## config.mk

```make
export PLATFORM = sky130hd
export DESIGN_NAME = pin_debounce_bank
export DESIGN_NICKNAME = d
export VERILOG_FILES = /design/src/rtl/dbnc_pkg.sv /design/src/rtl/dbnc_tick_gen.sv /design/src/rtl/dbnc_cfg_reg.sv /design/src/rtl/dbnc_pin_filter.sv /design/src/rtl/pin_debounce_bank.sv
export SDC_FILE = /design/constraint.sdc
export NUM_CORES = 1
export LEC_CHECK = 0
export CORE_UTILIZATION = 60
export CTS_CLUSTER_SIZE = 16
export DETAILED_ROUTE_END_ITERATION = 12
export HOLD_SLACK_MARGIN = 0.05
export PLACE_DENSITY = 0.81
export SETUP_SLACK_MARGIN = 0.05
export SLEW_MARGIN = 20
export SYNTH_ARGS = -nofsm -noshare
export SYNTH_HDL_FRONTEND = slang
export SYNTH_HIERARCHICAL = 1
export SYNTH_SLANG_ARGS = --single-unit
```

## constraint.sdc

```tcl
create_clock -name clk -period 3.9 [get_ports clk]
set_input_delay 0.78 -clock clk [delete_from_list [all_inputs] [get_ports clk]]
set_output_delay 0.78 -clock clk [all_outputs]
set_load 0.01 [all_outputs]
```

## src/rtl/dbnc_pkg.sv

```systemverilog
package dbnc_pkg;

  localparam int SEL_W   = 3;
  localparam int FIELD_W = 4;
  localparam int MAX_US  = 30000;
  localparam int CNT_W   = $clog2(MAX_US + 1);

  typedef logic [SEL_W-1:0] sel_t;
  typedef logic [CNT_W-1:0] cnt_t;

  // Period in microsecond ticks for a select code; the reserved code folds onto the longest.
  function automatic cnt_t sel_to_ticks(sel_t code);
    cnt_t t;
    case (code)
      3'd0:    t = cnt_t'(1);
      3'd1:    t = cnt_t'(10);
      3'd2:    t = cnt_t'(100);
      3'd3:    t = cnt_t'(1000);
      3'd4:    t = cnt_t'(10000);
      3'd5:    t = cnt_t'(20000);
      default: t = cnt_t'(MAX_US);
    endcase
    return t;
  endfunction

endpackage

```

## src/rtl/dbnc_tick_gen.sv

```systemverilog
module dbnc_tick_gen #(
  parameter int CLK_PER_US = 200
) (
  input  logic clk,
  input  logic rst,
  output logic tick
);

  localparam int DIV_W = (CLK_PER_US > 1) ? $clog2(CLK_PER_US) : 1;
  localparam logic [DIV_W-1:0] DIV_LAST = DIV_W'(CLK_PER_US - 1);

  logic [DIV_W-1:0] div_q;
  logic             tick_q;

  always_ff @(posedge clk) begin
    if (rst) begin
      div_q  <= '0;
      tick_q <= 1'b0;
    end else begin
      if (div_q == DIV_LAST) div_q <= '0;
      else                   div_q <= div_q + 1'b1;
      tick_q <= (div_q == DIV_LAST);
    end
  end

  assign tick = tick_q;

  generate
    if (CLK_PER_US > 1) begin : g_gap_chk
      // with a divider above one, ticks are never back to back
      p_tick_gap_r6: assert property (@(posedge clk) disable iff (rst)
        tick_q |=> !tick_q)
        else $error("tick repeated in consecutive cycles");
    end
  endgenerate

endmodule

```

## src/rtl/dbnc_cfg_reg.sv

```systemverilog
module dbnc_cfg_reg
  import dbnc_pkg::*;
#(
  parameter int NUM_PINS = 8
) (
  input  logic                          clk,
  input  logic                          rst,
  input  logic                          wr_en,
  input  logic [NUM_PINS*FIELD_W-1:0]   wr_data,
  output logic [NUM_PINS*FIELD_W-1:0]   rd_data,
  output sel_t [NUM_PINS-1:0]           sel,
  output logic [NUM_PINS-1:0]           restart
);

  sel_t [NUM_PINS-1:0] sel_q;

  genvar n;
  generate
    for (n = 0; n < NUM_PINS; n++) begin : g_field
      localparam int LO = n * FIELD_W;
      localparam int WE = LO + FIELD_W - 1;

      logic fld_we;
      assign fld_we = wr_en & wr_data[WE];

      always_ff @(posedge clk) begin
        if (rst)         sel_q[n] <= '0;
        else if (fld_we) sel_q[n] <= wr_data[LO +: SEL_W];
      end

      assign restart[n]            = fld_we;
      assign rd_data[LO +: FIELD_W] = {1'b0, sel_q[n]};

      // a field whose enable bit is clear keeps its value
      p_field_hold_r2: assert property (@(posedge clk) disable iff (rst)
        (wr_en && !wr_data[WE]) |=> (sel_q[n] == $past(sel_q[n])))
        else $error("field %0d changed without its enable", n);

      // a field whose enable bit is set takes the written code
      p_field_load_r2: assert property (@(posedge clk) disable iff (rst)
        (wr_en && wr_data[WE]) |=> (sel_q[n] == $past(wr_data[LO +: SEL_W])))
        else $error("field %0d did not load", n);
    end
  endgenerate

  assign sel = sel_q;

endmodule

```

## src/rtl/dbnc_pin_filter.sv

```systemverilog
module dbnc_pin_filter
  import dbnc_pkg::*;
(
  input  logic clk,
  input  logic rst,
  input  logic tick,
  input  logic restart,
  input  sel_t sel,
  input  logic raw,
  output logic filt
);

  logic meta_q;
  logic sync_q;
  logic filt_q;
  cnt_t cnt_q;
  cnt_t limit;
  logic differ;

  assign limit  = sel_to_ticks(sel);
  assign differ = (sync_q != filt_q);

  always_ff @(posedge clk) begin
    if (rst) begin
      meta_q <= 1'b0;
      sync_q <= 1'b0;
    end else begin
      meta_q <= raw;
      sync_q <= meta_q;
    end
  end

  always_ff @(posedge clk) begin
    if (rst) begin
      cnt_q  <= '0;
      filt_q <= 1'b0;
    end else if (restart || !differ) begin
      cnt_q <= '0;
    end else if (tick) begin
      if (cnt_q >= limit - 1'b1) begin
        filt_q <= sync_q;
        cnt_q  <= '0;
      end else begin
        cnt_q <= cnt_q + 1'b1;
      end
    end
  end

  assign filt = filt_q;

  // the filtered level moves only on a tick cycle
  p_flip_on_tick_r6: assert property (@(posedge clk) disable iff (rst)
    (filt_q != $past(filt_q)) |-> $past(tick))
    else $error("output moved without a tick");

  // the filtered level only ever moves toward the synchronised level
  p_flip_to_sync_r7: assert property (@(posedge clk) disable iff (rst)
    (filt_q != $past(filt_q)) |-> (filt_q == $past(sync_q)))
    else $error("output moved away from input");

  // agreement between input and output clears the count
  p_agree_clears_r8: assert property (@(posedge clk) disable iff (rst)
    (sync_q == filt_q && !restart) |=> (cnt_q == '0))
    else $error("count kept while input agreed");

  // a field write clears the count
  p_restart_clears_r9: assert property (@(posedge clk) disable iff (rst)
    restart |=> (cnt_q == '0))
    else $error("count not cleared by field write");

  // the count never exceeds the active period
  p_cnt_bound_r9: assert property (@(posedge clk) disable iff (rst)
    cnt_q < limit)
    else $error("count beyond period");

endmodule

```

## src/rtl/pin_debounce_bank.sv

```systemverilog
module pin_debounce_bank
  import dbnc_pkg::*;
#(
  parameter int NUM_PINS   = 8,
  parameter int CLK_PER_US = 200
) (
  input  logic                        clk,
  input  logic                        rst,
  input  logic                        cfg_wr_en,
  input  logic [NUM_PINS*FIELD_W-1:0] cfg_wr_data,
  output logic [NUM_PINS*FIELD_W-1:0] cfg_rd_data,
  input  logic [NUM_PINS-1:0]         pin_raw,
  output logic [NUM_PINS-1:0]         pin_filt
);

  logic                tick;
  sel_t [NUM_PINS-1:0] sel;
  logic [NUM_PINS-1:0] restart;

  dbnc_tick_gen #(
    .CLK_PER_US(CLK_PER_US)
  ) i_tick (
    .clk (clk),
    .rst (rst),
    .tick(tick)
  );

  dbnc_cfg_reg #(
    .NUM_PINS(NUM_PINS)
  ) i_cfg (
    .clk    (clk),
    .rst    (rst),
    .wr_en  (cfg_wr_en),
    .wr_data(cfg_wr_data),
    .rd_data(cfg_rd_data),
    .sel    (sel),
    .restart(restart)
  );

  genvar p;
  generate
    for (p = 0; p < NUM_PINS; p++) begin : g_pin
      dbnc_pin_filter i_filt (
        .clk    (clk),
        .rst    (rst),
        .tick   (tick),
        .restart(restart[p]),
        .sel    (sel[p]),
        .raw    (pin_raw[p]),
        .filt   (pin_filt[p])
      );
    end
  endgenerate

  // outputs and readback stay cleared during reset
  p_reset_clear_r1: assert property (@(posedge clk)
    $past(rst) |-> (pin_filt == '0 && cfg_rd_data == '0))
    else $error("state not cleared by reset");

endmodule

```

# == Word-level counts from Yosys, hierarchy flattened ==
# Cells that the tools add are included.
# word_totals
wordCells,189
inputBits,43
regBits,177
out_inout_bits,40
# op_classes
n_bitwise,16
order_cmp,8
n_eq_ne,49
n_addsub,17
reduce_logical,41
muxes,16
# op_table
op,count
$pmux 15 s6,8
$add 15x1->15 const B,8
$ge 15x15->1,8
$mux 15,8
$sub 15x1->15 const B,8
$eq 3x2->1 const B,16
$eq 3x3->1 const B,16
$eq 3x1->1 const B,8
$logic_not 3->1,8
$reduce_and 3->1,8
$reduce_or 2->1,9
$add 8x1->8 const B,1
$and 1x1->1,8
$eq 8x8->1 const B,1
$logic_not 1->1,8
$logic_or 1x1->1,8
$ne 1x1->1,8
$not 1->1,8

# == Depth between registers and ports, before layout ==
# logic_depth
ltp_word,5
ltp_mapped,15
ltp_nobuf,12

# == Hierarchy ==
# Netlist, hierarchy kept.
# modules_own_cells
module,cells_each,instances,seq_area_each_um2,area_per_inst_um2
dbnc_pin_filter (g_pin[0].i_filt ...),149,7,360.3,1261.2
dbnc_cfg_reg,153,1,480.5,1401.3
dbnc_pin_filter (g_pin[3].i_filt),143,1,360.3,1218.7
dbnc_tick_gen,41,1,180.2,392.9

# == Worst setup path before layout ==
# OpenSTA, ideal clock, no wires.
# synth_path
kind,register to register
startpoint,"reg i_cfg.sel_q, in the netlist i_cfg/rd_data[14]"
endpoint,reg g_pin[3].i_filt.filt_q
required_ps,3830
path_slack_ps,995
arrival_ps,2835
setup_time_ps,70
synth_period_minus_slack_ps,2905
n_path_buf,2
stages_incl_launch_ff,15
path_cell_list,dfxtp_1 > buf_4 > clkbuf_1 > nor2_1 > nand2_1 > ha_1 > nor2b_1 > a22oi_1 > and2_1 > ha_1 > nand4_1 > nor2_2 > a211oi_4 > or4b_1 > a21oi_1
# synth_via
elab_chain_cells,5
elab_cells_between_ends,10
cone_classes,add/sub: 1; order compare: 1; eq/ne: 5; mux: 1; reduce/logical: 2
# synth_rtl
element,line,rtl
from (decl),dbnc_cfg_reg.sv:15,sel_t [NUM_PINS-1:0] sel_q;
"from (signal, indexed assignment)",dbnc_cfg_reg.sv:28,else if (fld_we) sel_q[n] <= wr_data[LO +: SEL_W];
$eq 3x3->1 (tied with other cells),dbnc_pkg.sv:14,case (code)
$pmux 15 s6 *,dbnc_pkg.sv:14,
$sub 15x1->15 *,dbnc_pin_filter.sv:40,if (cnt_q >= limit - 1'b1) begin
$ge 15x15->1 *,dbnc_pin_filter.sv:40,
$reduce_and 3->1 (no source line) *,--,
to (signal assigned),dbnc_pin_filter.sv:41,filt_q <= sync_q;
to (decl),dbnc_pin_filter.sv:15,logic filt_q;
# Mark *: on every way between the ends. The rest lies on a longest branch, timed or not.
# A chain may end at the register's enable or synchronous reset.

# == Worst setup path after layout ==
# layout_path
startpoint,"reg i_cfg.sel_q, in the netlist i_cfg/rd_data[12]"
endpoint,reg g_pin[3].i_filt.cnt_q[5]
# layout_via
elab_chain_cells,5
elab_cells_between_ends,10
cone_classes,add/sub: 1; order compare: 1; eq/ne: 5; mux: 2; reduce/logical: 1
# layout_rtl
element,line,rtl
$eq 3x3->1 (tied with other cells),dbnc_pkg.sv:14,
$pmux 15 s6 *,dbnc_pkg.sv:14,
$sub 15x1->15 *,dbnc_pin_filter.sv:40,
$ge 15x15->1 *,dbnc_pin_filter.sv:40,
$mux 15 *,dbnc_pin_filter.sv:40,
to (signal assigned),dbnc_pin_filter.sv:44,cnt_q <= cnt_q + 1'b1;
to (decl),dbnc_pin_filter.sv:16,cnt_t cnt_q;
# Marked as above.

==> results.yml <==
clock_tree:
  clk_pin_slew_ps: 70
  cts_hold_buf: 0
  htree_levels: 4
  cts_tree: "built"
  clock_latency_ps: 430
  cts_sinks: 177
  cts_buffer_depth: 2
  ctsResizeCount: 0
  clockRootBuffer: "clkbuf_16"
  numCtsBuffers: 17
  cts_setup_buffers: 0
worst_setup_path:
  critPathMaxFanout: 12
  slowest_delay_ps: 490
  critPathBufInv: 0
  crit_chain: "nor2b_1, nand2_1, ha_1, nor2b_1, a22oi_1, and2_1, ha_1, a21oi_1, o21ai_0, a211oi_4, o21bai_2, nor2_1"
  worst-endpoint-required_ps: 4250
  path_class: "reg -> reg"
  path_delay_family: "compound AO/OA/AOI/OAI gates"
  crit_arrival_ps: 3470
  crit_slowest_cell: "dfxtp_1"
  endpoint_kind: "flop"
  cp-start-kind: "flop"
yosys:
  ys_seq_area_frac: 0.299
  avgSynthCellArea_um2: 8.58
  synth_edf_count: 0
  ys_types: 49
  netlist_instances: 1380
  synth_top_area_frac: 0.299
  synth_warnings: 6
  ys_seq_elements: 177
  synth_area_leaders: "dfxtp_1, ha_1, xor2_1"
  synth_area_um2: 11800
  async_flop_share: 0
  synth_top_cell_by_area: "dfxtp_1"
  synth_ff_type: "dfxtp_1"
sta:
  fin_tns_setup_ps: 0
  relSlewSlack: 0.418
  fin_hold_ws_ps: 440
  min_period_over_period: 0.798
  worst_pin_slew_ps: 874
  finalSetupViolCount: 0
  post-route-min-period_ps: 3110
  maxSlewViolCount: 0
  finalWorstSetupSlack_ps: 788
  rsz0062_at_grt: "false"
  finClkSkew_ps: 9.63
  max_freq_ghz: 0.321
  finalHoldViolations: 0
floorplanning:
  dieWidth_um: 142
  coreArea_um2: 19400
  initial_core_util: 0.610
  die-area_um2: 20300
  io_pins: 83
  placementRows: 51
  fp.dieH_um: 142
place:
  post-place-ws_ps: 814
  placed_cell_area_um2: 12400
  placedCellCount: 1655
  portBuffers: 74
  dp_hpwl_mm: 17.2
  gp_congestion: 0.873
routing:
  vias_per_cell: 5.58
  firstDrtPassIters: 5
  wl_mm: 23.4
  postRouteAntennaNets: 0
  dr_total_vias: 9418
  drt_iter0_drc: 318
  drc: 0
  wl_per_cell_um: 13.9
power:
  p_leak_nw: 4.74
  p_per_area_nw_per_um2: 317
  max-vdd-ir-drop_v: 0.000264
  fin_total_pwr_mw: 4.12
flow_run:
  drv_cap: 0
final_layout:
  final_area_um2: 13000
  fin_nets: 1590
  fin_cells: 1687
  n_antenna_cell: 0
  drive_gt1_frac: 0.116
  utilization: 0.671
  areaGrowthSynthToFinish_pct: 9.94
run_status:
  outcome: "finished clean"
grt:
  antenna_found_initial: 0
  grt_pass1_vias: 8867
  grt_overflow: 0
  grt_usage: 0.242
  grt_max_degree: 44
  grt_pass1_wl_mm: 40.0
hold_path:
  hp-class: "reg -> reg"
==> cells in the mapped netlist (all sizes together) (24+ instances only) <==
cell type / n
nand3: 75
a21bo: 24
o21ai: 33
a21oi: 113
nor3: 28
ha: 138
xor2: 61
nand4: 58
dfxtp: 177
buf: 63
nand2: 107
inv: 48
nor2b: 41
xnor2: 55
nor2: 165
==> placed cells by master (no fill, tap or decap), types with 9 or more instances in the layout <==
master,n
xnor2_1,55
nor2b_1,41
clkbuf_16,17
ha_1,138
dfxtp_1,176
o21ai_0,25
clkdlybuf4s50_1,72
a31oi_1,16
a21oi_1,104
a21oi_2,9
a21o_1,16
a21bo_2,16
nand4_1,51
and2_1,23
xor2_1,61
nor3_1,28
nor2_2,64
nor2_1,94
nand3_1,74
or3_1,17
nand2_1,107
and3_1,9
inv_1,48
nand2b_1,23
nand4b_1,9
==> where the power goes <==
part / switching (mW) / internal [mW]
clock network: 0.743 / 0.970
logic: 0.298 / 0.248
registers: 0.0340 / 1.83
==> cell families after synthesis <==
kind of cell | Yosys count | share of synthesized area
xor+xnor | 116 | 0.0858
compound gates | 245 | 0.143
buf+inv | 127 | 0.0628
fa+ha+maj | 138 | 0.146
mux | 1 | 0.000845
simple gates | 575 | 0.263
flops | 177 | 0.299
other cells | 1 | 0.000317
==> state kept, by name, indices dropped and copies added, names as in the netlist <==
name	flops
i_cfg/rd_data	24
g_pin.i_filt/meta_q	8
i_tick/tick	1
g_pin.i_filt/filt	8
i_tick/div_q	8
g_pin.i_filt/sync_q	8
g_pin.i_filt/cnt_q	120
==> per-layer routing <==
metal,vias up,GRT usage,wire (um)
li1,4826,-,-
met1,4411,0.301,10900
met2,164,0.425,11500
met3,17,0.0491,859
met4,0,0.0623,187
met5,-,0,0
==> worst paths after layout <==
kind                               start                  endpoint  slack, ps  cells past startpoint
hold reg to reg   g_pin[1].i_filt/meta_q    g_pin[1].i_filt/sync_q        440                      1
setup / recovery       i_cfg/rd_data[12]  g_pin[3].i_filt/cnt_q[5]        790                     12
hold / removal    g_pin[1].i_filt/meta_q    g_pin[1].i_filt/sync_q        440                      1
setup reg to reg       i_cfg/rd_data[12]  g_pin[3].i_filt/cnt_q[5]        790                     12
==> worst register-to-register path: stages (launching register included) <==
cell and delay (ps):
dfxtp_1 490, nor2b_1 310, nand2_1 100, ha_1 250, nor2b_1 160, a22oi_1 260
and2_1 180, ha_1 250, a21oi_1 140, o21ai_0 150, a211oi_4 350, o21bai_2 240
nor2_1 170
==> area by class of cell <==
class	count	area (um^2)
clock inverter	14	151
tap	265	332
sequential	177	3540
clock buffer	18	439
fill	1623	6380
timing repair buffer	82	791
multi-input combinational	1083	7580
inverter	48	180
No activity file was read; power rests on OpenSTA's default activity.
